## src/rtl/rs_pkg.sv

```systemverilog
package rs_pkg;
    localparam int TAG_W = 4;

    typedef enum logic [1:0] {
        OP_ADD = 2'd0,
        OP_SUB = 2'd1,
        OP_MUL = 2'd2,
        OP_AD2 = 2'd3
    } op_e;

    typedef enum logic [1:0] {
        PH_WAIT = 2'd0,
        PH_EXEC = 2'd1,
        PH_DONE = 2'd2
    } phase_e;
endpackage

```

## src/rtl/rs_station.sv

```systemverilog
module rs_station
    import rs_pkg::*;
#(
    parameter int DATA_W = 16,
    parameter int LAT    = 2,
    parameter bit IS_MUL = 1'b0
) (
    input  logic              clk,
    input  logic              rst_n,
    input  logic              alloc_i,
    input  op_e               op_i,
    input  logic [DATA_W-1:0] vj_i,
    input  logic [TAG_W-1:0]  qj_i,
    input  logic [DATA_W-1:0] vk_i,
    input  logic [TAG_W-1:0]  qk_i,
    input  logic              cdb_valid_i,
    input  logic [TAG_W-1:0]  cdb_tag_i,
    input  logic [DATA_W-1:0] cdb_value_i,
    input  logic              grant_i,
    output logic              busy_o,
    output logic              req_o,
    output logic [DATA_W-1:0] result_o
);
    localparam int CNT_W = $clog2(LAT + 1);

    typedef struct packed {
        logic              busy;
        op_e               op;
        phase_e            ph;
        logic [CNT_W-1:0]  cnt;
        logic [DATA_W-1:0] vj;
        logic [DATA_W-1:0] vk;
        logic [TAG_W-1:0]  qj;
        logic [TAG_W-1:0]  qk;
        logic [DATA_W-1:0] res;
    } st_t;

    st_t st_d, st_q;

    always_comb begin
        st_d = st_q;
        if (st_q.busy) begin
            if (st_q.qj != '0 && cdb_valid_i && cdb_tag_i == st_q.qj) begin
                st_d.vj = cdb_value_i;
                st_d.qj = '0;
            end
            if (st_q.qk != '0 && cdb_valid_i && cdb_tag_i == st_q.qk) begin
                st_d.vk = cdb_value_i;
                st_d.qk = '0;
            end
            unique case (st_q.ph)
                PH_WAIT: begin
                    if (st_q.qj == '0 && st_q.qk == '0) begin
                        st_d.ph  = PH_EXEC;
                        st_d.cnt = CNT_W'(LAT - 1);
                    end
                end
                PH_EXEC: begin
                    if (st_q.cnt == '0) begin
                        st_d.ph = PH_DONE;
                        if (IS_MUL)
                            st_d.res = st_q.vj * st_q.vk;
                        else if (st_q.op == OP_SUB)
                            st_d.res = st_q.vj - st_q.vk;
                        else
                            st_d.res = st_q.vj + st_q.vk;
                    end else begin
                        st_d.cnt = st_q.cnt - 1'b1;
                    end
                end
                PH_DONE: begin
                    if (grant_i) begin
                        st_d.busy = 1'b0;
                        st_d.ph   = PH_WAIT;
                    end
                end
                default: st_d.ph = PH_WAIT;
            endcase
        end
        if (alloc_i) begin
            st_d.busy = 1'b1;
            st_d.op   = op_i;
            st_d.ph   = PH_WAIT;
            st_d.cnt  = '0;
            st_d.vj   = vj_i;
            st_d.qj   = qj_i;
            st_d.vk   = vk_i;
            st_d.qk   = qk_i;
        end
    end

    always_ff @(posedge clk) begin
        if (!rst_n) st_q <= '0;
        else        st_q <= st_d;
    end

    assign busy_o   = st_q.busy;
    assign req_o    = st_q.busy && st_q.ph == PH_DONE;
    assign result_o = st_q.res;

    AST_ALLOC_FREE: assert property (@(posedge clk) disable iff (!rst_n)
        alloc_i |-> !st_q.busy);
    AST_EXEC_READY: assert property (@(posedge clk) disable iff (!rst_n)
        (st_q.busy && st_q.ph == PH_EXEC) |-> (st_q.qj == '0 && st_q.qk == '0));
    AST_LOSER_HOLDS: assert property (@(posedge clk) disable iff (!rst_n)
        (req_o && !grant_i) |=> (req_o && $stable(result_o)));
    AST_FREE_ON_GRANT: assert property (@(posedge clk) disable iff (!rst_n)
        (req_o && grant_i && !alloc_i) |=> !busy_o);
endmodule

```

## src/rtl/rs_arbiter.sv

```systemverilog
module rs_arbiter #(
    parameter int N = 5
) (
    input  logic [N-1:0] req_i,
    output logic [N-1:0] grant_o
);
    assign grant_o = req_i & (~req_i + 1'b1);
endmodule

```

## src/rtl/rs_regstat.sv

```systemverilog
module rs_regstat
    import rs_pkg::*;
#(
    parameter int DATA_W = 16,
    parameter int NREG   = 8
) (
    input  logic                    clk,
    input  logic                    rst_n,
    input  logic [$clog2(NREG)-1:0] ra_i,
    input  logic [$clog2(NREG)-1:0] rb_i,
    input  logic [$clog2(NREG)-1:0] rc_i,
    output logic [DATA_W-1:0]       va_o,
    output logic [TAG_W-1:0]        qa_o,
    output logic [DATA_W-1:0]       vb_o,
    output logic [TAG_W-1:0]        qb_o,
    output logic [DATA_W-1:0]       vc_o,
    output logic                    pc_o,
    input  logic                    iss_we_i,
    input  logic [$clog2(NREG)-1:0] iss_dst_i,
    input  logic [TAG_W-1:0]        iss_tag_i,
    input  logic                    cdb_valid_i,
    input  logic [TAG_W-1:0]        cdb_tag_i,
    input  logic [DATA_W-1:0]       cdb_value_i
);
    typedef struct packed {
        logic [NREG-1:0][DATA_W-1:0] val;
        logic [NREG-1:0][TAG_W-1:0]  qi;
    } rf_t;

    rf_t rf_d, rf_q;

    always_comb begin
        rf_d = rf_q;
        for (int i = 0; i < NREG; i++) begin
            if (cdb_valid_i && rf_q.qi[i] != '0 && rf_q.qi[i] == cdb_tag_i) begin
                rf_d.val[i] = cdb_value_i;
                rf_d.qi[i]  = '0;
            end
        end
        if (iss_we_i) rf_d.qi[iss_dst_i] = iss_tag_i;
    end

    always_ff @(posedge clk) begin
        if (!rst_n) begin
            for (int i = 0; i < NREG; i++) begin
                rf_q.val[i] <= DATA_W'(i + 1);
                rf_q.qi[i]  <= '0;
            end
        end else begin
            rf_q <= rf_d;
        end
    end

    assign va_o = rf_q.val[ra_i];
    assign qa_o = rf_q.qi[ra_i];
    assign vb_o = rf_q.val[rb_i];
    assign qb_o = rf_q.qi[rb_i];
    assign vc_o = rf_q.val[rc_i];
    assign pc_o = rf_q.qi[rc_i] != '0;

    for (genvar g = 0; g < NREG; g++) begin : g_chk
        AST_STALE_DROPPED: assert property (@(posedge clk) disable iff (!rst_n)
            (cdb_valid_i && rf_q.qi[g] != cdb_tag_i) |=> $stable(rf_q.val[g]));
    end
endmodule

```

## src/rtl/rs_sched.sv

```systemverilog
module rs_sched
    import rs_pkg::*;
#(
    parameter int DATA_W  = 16,
    parameter int NREG    = 8,
    parameter int NUM_ADD = 3,
    parameter int NUM_MUL = 2,
    parameter int ADD_LAT = 2,
    parameter int MUL_LAT = 4
) (
    input  logic                    clk,
    input  logic                    rst_n,
    input  logic                    in_valid,
    input  logic [1:0]              in_op,
    input  logic [$clog2(NREG)-1:0] in_dst,
    input  logic [$clog2(NREG)-1:0] in_src_a,
    input  logic [$clog2(NREG)-1:0] in_src_b,
    output logic                    in_ready,
    output logic                    cdb_valid,
    output logic [3:0]              cdb_tag,
    output logic [DATA_W-1:0]       cdb_value,
    input  logic [$clog2(NREG)-1:0] obs_addr,
    output logic [DATA_W-1:0]       obs_value,
    output logic                    obs_pending
);
    localparam int NST = NUM_ADD + NUM_MUL;

    logic [NST-1:0]    st_busy, st_req, grant, pick, alloc;
    logic [DATA_W-1:0] st_res [NST];
    logic [TAG_W-1:0]  pick_tag;
    logic              found, is_mul, iss_we;
    logic [DATA_W-1:0] ra_v, rb_v, vj, vk;
    logic [TAG_W-1:0]  ra_q, rb_q, qj, qk;

    assign is_mul = (in_op == 2'd2);

    always_comb begin
        pick     = '0;
        found    = 1'b0;
        pick_tag = '0;
        for (int s = 0; s < NST; s++) begin
            if (!found && !st_busy[s] && ((s >= NUM_ADD) == is_mul)) begin
                pick[s]  = 1'b1;
                found    = 1'b1;
                pick_tag = TAG_W'(s + 1);
            end
        end
    end

    assign in_ready = found;
    assign iss_we   = in_valid && found;
    assign alloc    = iss_we ? pick : '0;

    always_comb begin
        vj = ra_v;
        qj = ra_q;
        if (ra_q != '0 && cdb_valid && cdb_tag == ra_q) begin
            vj = cdb_value;
            qj = '0;
        end
        vk = rb_v;
        qk = rb_q;
        if (rb_q != '0 && cdb_valid && cdb_tag == rb_q) begin
            vk = cdb_value;
            qk = '0;
        end
    end

    rs_regstat #(.DATA_W(DATA_W), .NREG(NREG)) i_regstat (
        .clk(clk), .rst_n(rst_n),
        .ra_i(in_src_a), .rb_i(in_src_b), .rc_i(obs_addr),
        .va_o(ra_v), .qa_o(ra_q), .vb_o(rb_v), .qb_o(rb_q),
        .vc_o(obs_value), .pc_o(obs_pending),
        .iss_we_i(iss_we), .iss_dst_i(in_dst), .iss_tag_i(pick_tag),
        .cdb_valid_i(cdb_valid), .cdb_tag_i(cdb_tag), .cdb_value_i(cdb_value)
    );

    for (genvar s = 0; s < NST; s++) begin : g_st
        localparam bit MUL_G = (s >= NUM_ADD);
        rs_station #(
            .DATA_W(DATA_W),
            .LAT   (MUL_G ? MUL_LAT : ADD_LAT),
            .IS_MUL(MUL_G)
        ) i_st (
            .clk(clk), .rst_n(rst_n),
            .alloc_i(alloc[s]), .op_i(op_e'(in_op)),
            .vj_i(vj), .qj_i(qj), .vk_i(vk), .qk_i(qk),
            .cdb_valid_i(cdb_valid), .cdb_tag_i(cdb_tag), .cdb_value_i(cdb_value),
            .grant_i(grant[s]),
            .busy_o(st_busy[s]), .req_o(st_req[s]), .result_o(st_res[s])
        );
    end

    rs_arbiter #(.N(NST)) i_arb (.req_i(st_req), .grant_o(grant));

    always_comb begin
        cdb_value = '0;
        cdb_tag   = '0;
        for (int s = 0; s < NST; s++) begin
            if (grant[s]) begin
                cdb_value = st_res[s];
                cdb_tag   = TAG_W'(s + 1);
            end
        end
    end

    assign cdb_valid = |st_req;

    AST_ONE_GRANT: assert property (@(posedge clk) disable iff (!rst_n)
        $onehot0(grant));
    AST_TAG_NONZERO: assert property (@(posedge clk) disable iff (!rst_n)
        cdb_valid |-> (cdb_tag != '0 && int'(cdb_tag) <= NST));
    AST_ISSUE_RENAMES: assert property (@(posedge clk) disable iff (!rst_n)
        (iss_we && obs_addr == in_dst) |=> obs_pending);
endmodule

```

## config.mk

```make
export PLATFORM = sky130hd
export DESIGN_NAME = rs_sched
export DESIGN_NICKNAME = d
export VERILOG_FILES = /design/src/rtl/rs_pkg.sv /design/src/rtl/rs_station.sv /design/src/rtl/rs_arbiter.sv /design/src/rtl/rs_regstat.sv /design/src/rtl/rs_sched.sv
export SDC_FILE = /design/constraint.sdc
export NUM_CORES = 2
export LEC_CHECK = 0
export BUFFER_PORTS_ARGS = -buffer_cell sky130_fd_sc_hd__buf_4
export CAP_MARGIN = 10
export CORE_MARGIN = 8
export CORE_UTILIZATION = 65
export DETAILED_ROUTE_END_ITERATION = 10
export GPL_ROUTABILITY_DRIVEN = 0
export PLACE_DENSITY = 0.93
export SYNTH_ARGS = -nofsm -noshare
export SYNTH_HDL_FRONTEND = slang
export SYNTH_SLANG_ARGS = --single-unit
```

## constraint.sdc

```tcl
create_clock -name clk -period 9.5 [get_ports clk]
set_input_delay 0 -clock clk [delete_from_list [all_inputs] [get_ports clk]]
set_output_delay 0 -clock clk [all_outputs]
set_load 0.05 [all_outputs]
```

==> implementation parameters <==
Parameter                              Value

Setup path
  Length in cells of the worst reg-to-reg path ... 17
  Ordered list of cells on the worst path ... nand2_1, fa_1, fa_1, fa_1, fa_1, inv_1, fa_1, inv_1, fa_1, inv_1, ha_1, and2_1, a31o_2, a41o_1, or4_1, a21o_1, nand3_1
  Cell mode on critical path ... sky130_fd_sc_hd__fa_1
  Worst stage delay on the critical path ... 0.69 ns
  Launching element type of the critical path ... register
  Peak fanout along the critical path ... 16
  Critical path capture point type ... register
  Slowest library cell on the worst path ... sky130_fd_sc_hd__dfxtp_1
  Critical path arrival ... 6.30 ns
  WP data required ... 10.05 ns
  Kind of critical path ... register to register

Placement
  Detailed placer's ending HPWL ... 71100 µm
  Total of buffers placed on input and output ports ... 54

Die
  # IOs ... 56
  Starting density of the core ... 65.2%
  Core area ... 52100 µm²
  Floorplan die area ... 59900 µm²
  Chip width ... 245 µm
  Vertical die dimension ... 245 µm
  Num rows ... 84

Global routing
  Pin count of the biggest net entering global routing ... 232
  Vias in the first global route ... 31226
  Antenna violations before repair ... 4
  Total overflow reported by the global router ... 0
  Global-route wire length before repair ... 172000 µm
  Overall track demand over capacity in global routing ... 36.0%

Clock network
  Clock Sink Count ... 473
  Count of cells resized by post-cts repair ... 0
  Setup fix buffers added after clock tree synthesis ... 0
  Root cell of the clock tree ... sky130_fd_sc_hd__clkbuf_16
  Worst skew pair latency ... 0.62 ns
  CTS clk-pin slew, worst paths ... 0.06 ns
  Clock Path Buffers ... 3
  Number of buffers added by the clock tree synthesis step ... 48
  Deepest level of the CTS H-tree ... 2
  CTS tree ... yes
  CTS Hold Buffers Added ... 7

Synthesis
  Async S/R FF share, synth ... 0%
  Post-Syn Area ... 34000 µm²
  Flops & latches, synth ... 473
  Gate Count Post-Synth ... 3791
  Most common flop cell mapped by yosys ... sky130_fd_sc_hd__dfxtp_1
  Ys Warns ... 0
  Net Count, Synth ... 4124
  Count of different cell masters after synthesis ... 88
  Fraction of the yosys area taken by sequential cells ... 27.9%
  Number of enable-type register cells in the synthesized netlist ... 0
  Synth Area per Inst ... 8.97 µm²

Detailed routing
  Number of DRC violations after detailed routing ... 11
  DRC violation total after the first TritonRoute iteration ... 4957
  Via-to-Cell Ratio ... 7.04
  Average wire per cell in the routed design ... 24.9 µm
  Total iterations of the first detailed-routing run ... 11
  Antenna violation net count after detailed routing ... 0
  Via total after detailed routing ... 31234
  Final wirelength ... 111000 µm

Timing
  Final total negative setup slack ... 0 ns
  Post-layout minimum cycle time ... 5.75 ns
  Maximum clock frequency ... 174 MHz
  Post-Route Skew ... 0.0195 ns
  Final period util ... 60.6%
  Final number of max-transition violations ... 5
  Final-report hold violation count ... 0
  RSZ-0062 raised after global routing ... false
  Max-slew headroom ... -1.46%
  Least-Margin Pin Slew ... 1.51 ns
  Final setup violating endpoints ... 0

Final layout
  Sequential cell area ... 9470 µm²
  Fill count ... 3435
  Fraction of final layout cells with drive strength greater than 1 ... 11.2%
  Area growth from synthesis to final layout ... 7.23%
  Top library cells by usage in the layout, fill and taps aside ... sky130_fd_sc_hd__dfxtp_1 (473), sky130_fd_sc_hd__nor2_1 (442), sky130_fd_sc_hd__nand2_1 (365)
  Area of the multi-input gates ... 22500 µm²
  Final net count ... 4032
  Commonest non-fill, non-tap cell in the layout ... sky130_fd_sc_hd__dfxtp_1

Worst hold path
  Min-delay worst type ... primary input to register
  Worst hold stages ... 4

Run
  Number of max-cap violations ... 1

Outcome
  Run status ... finished with violations
  Violated checks ... design-rule violations, max-capacitance violations, max-slew violations

Power
  Pwr Total ... 0.00454 W
  Total power per unit cell area ... 125 nW/µm²
  Static Leak ... 14.4 nW
  Peak VDD IR ... 0.179 mV
[per-stage QoR]
| stage | setup slack [ns] | instance area, µm² | utilization [%] | hold slack, ns | instances |
|---|---|---|---|---|---|
| 2_1_floorplan | 4.07 | 34000 | - | 0.136 | 3791 |
| 3_3_place_gp | 3.90 | 34700 | 66.5 | 0.313 | 4328 |
| 3_5_place_dp | 3.73 | 34700 | 66.5 | 0.319 | 4328 |
| 4_1_cts | 3.74 | 36400 | 69.8 | 0.116 | 4423 |
| 5_1_grt | 3.35 | 36400 | 69.9 | 0.191 | 4425 |
| 6_report | 3.75 | 36400 | 69.9 | 0.143 | 4434 |
[final cells by class]
| type | instances | area share (%) |
|---|---|---|
| multi-input combinational | 2781 | 61.7 |
| sequential | 473 | 26.0 |
| clock buffer | 68 | 3.95 |
| inverter | 285 | 2.96 |
| tap | 688 | 2.36 |
| timing repair buffer | 110 | 2.35 |
| clock inverter | 20 | 0.604 |
| antenna | 9 | 0.0618 |
[kinds of logic (layout without fill, tap and decap cells)]
| logic type | count (synthesis) | count (layout) | share of synthesized area, % |
|---|---|---|---|
| and+or+nand+nor | 1234 | 1234 | 16.9 |
| adders and majority gates | 316 | 316 | 15.2 |
| other | 1 | 10 | 0.0110 |
| xor gates and xnor gates | 192 | 192 | 5.03 |
| DFF | 473 | 473 | 27.9 |
| AOI/OAI and AO/OA | 739 | 739 | 15.2 |
| muxes | 299 | 299 | 13.3 |
| buffers and inverters | 537 | 483 | 6.40 |
[worst paths after layout]
kind / startpoint / end / slack, ns
max: g_st[3].i_st.st_q[25] / g_st[3].i_st.result_o[14] / 3.75
min: in_dst[0] / i_regstat.rf_q[23] / 0.14
max reg2reg: g_st[3].i_st.st_q[25] / g_st[3].i_st.result_o[14] / 3.75
min reg2reg: g_st[0].i_st.result_o[7] / g_st[0].i_st.result_o[7] / 0.45
[cells in the mapped netlist (37+ instances only)]
cell	n	share of area (%)
sky130_fd_sc_hd__dfxtp_1	473	28
sky130_fd_sc_hd__nor2_1	443	4.9
sky130_fd_sc_hd__nand2_1	365	4.0
sky130_fd_sc_hd__inv_1	280	3.1
sky130_fd_sc_hd__clkbuf_1	173	1.9
sky130_fd_sc_hd__fa_1	163	9.6
sky130_fd_sc_hd__a21oi_1	157	2.3
sky130_fd_sc_hd__and2_1	156	2.9
sky130_fd_sc_hd__ha_1	153	5.6
sky130_fd_sc_hd__a211oi_1	147	3.2
sky130_fd_sc_hd__xnor2_1	134	3.5
sky130_fd_sc_hd__mux2i_1	120	3.5
sky130_fd_sc_hd__mux4_2	114	7.6
sky130_fd_sc_hd__o22ai_1	89	1.6
sky130_fd_sc_hd__o21ai_0	78	1.1
sky130_fd_sc_hd__xor2_1	56	1.4
sky130_fd_sc_hd__mux2_2	53	1.8
sky130_fd_sc_hd__nor3_1	53	0.78
sky130_fd_sc_hd__nand3_1	46	0.68
sky130_fd_sc_hd__and3_1	39	0.72
sky130_fd_sc_hd__buf_2	38	0.56
sky130_fd_sc_hd__a22oi_1	37	0.82
[state kept, by name (all words and copies together), names as in the netlist]
register,flops
g_st.i_st.busy_o,5
i_regstat.rf_q,160
g_st.i_st.st_q,228
g_st.i_st.result_o,80
[layer usage]
metal  up-vias  GRT usage (%)  part of all wire (%)
met5         -           3.18                  0.20
met4         8           26.2                   9.1
met3       858           14.1                    15
met2      2569           54.7                    43
met1     14694           40.7                    33
li1      13105              -                     -
[power breakdown]
| part | switching, W | internal (W) |
|---|---|---|
| Combinational | 0.000306 | 0.000181 |
| Clock | 0.000865 | 0.00116 |
| Sequential | 0.0000260 | 0.00200 |
| Total | 0.00120 | 0.00334 |
[worst max-delay path, delay by kind of cell, from the launching register on]
family | cells | cell delay (ns)
AO/OA/AOI/OAI | 3 | 0.60
adder cells (fa/ha/maj) | 7 | 3.37
buffers and inverters | 3 | 0.14
flip-flops | 1 | 0.69
AND/OR/NAND/NOR | 4 | 0.87
Note: power is estimated with default switching activity, not from simulation.
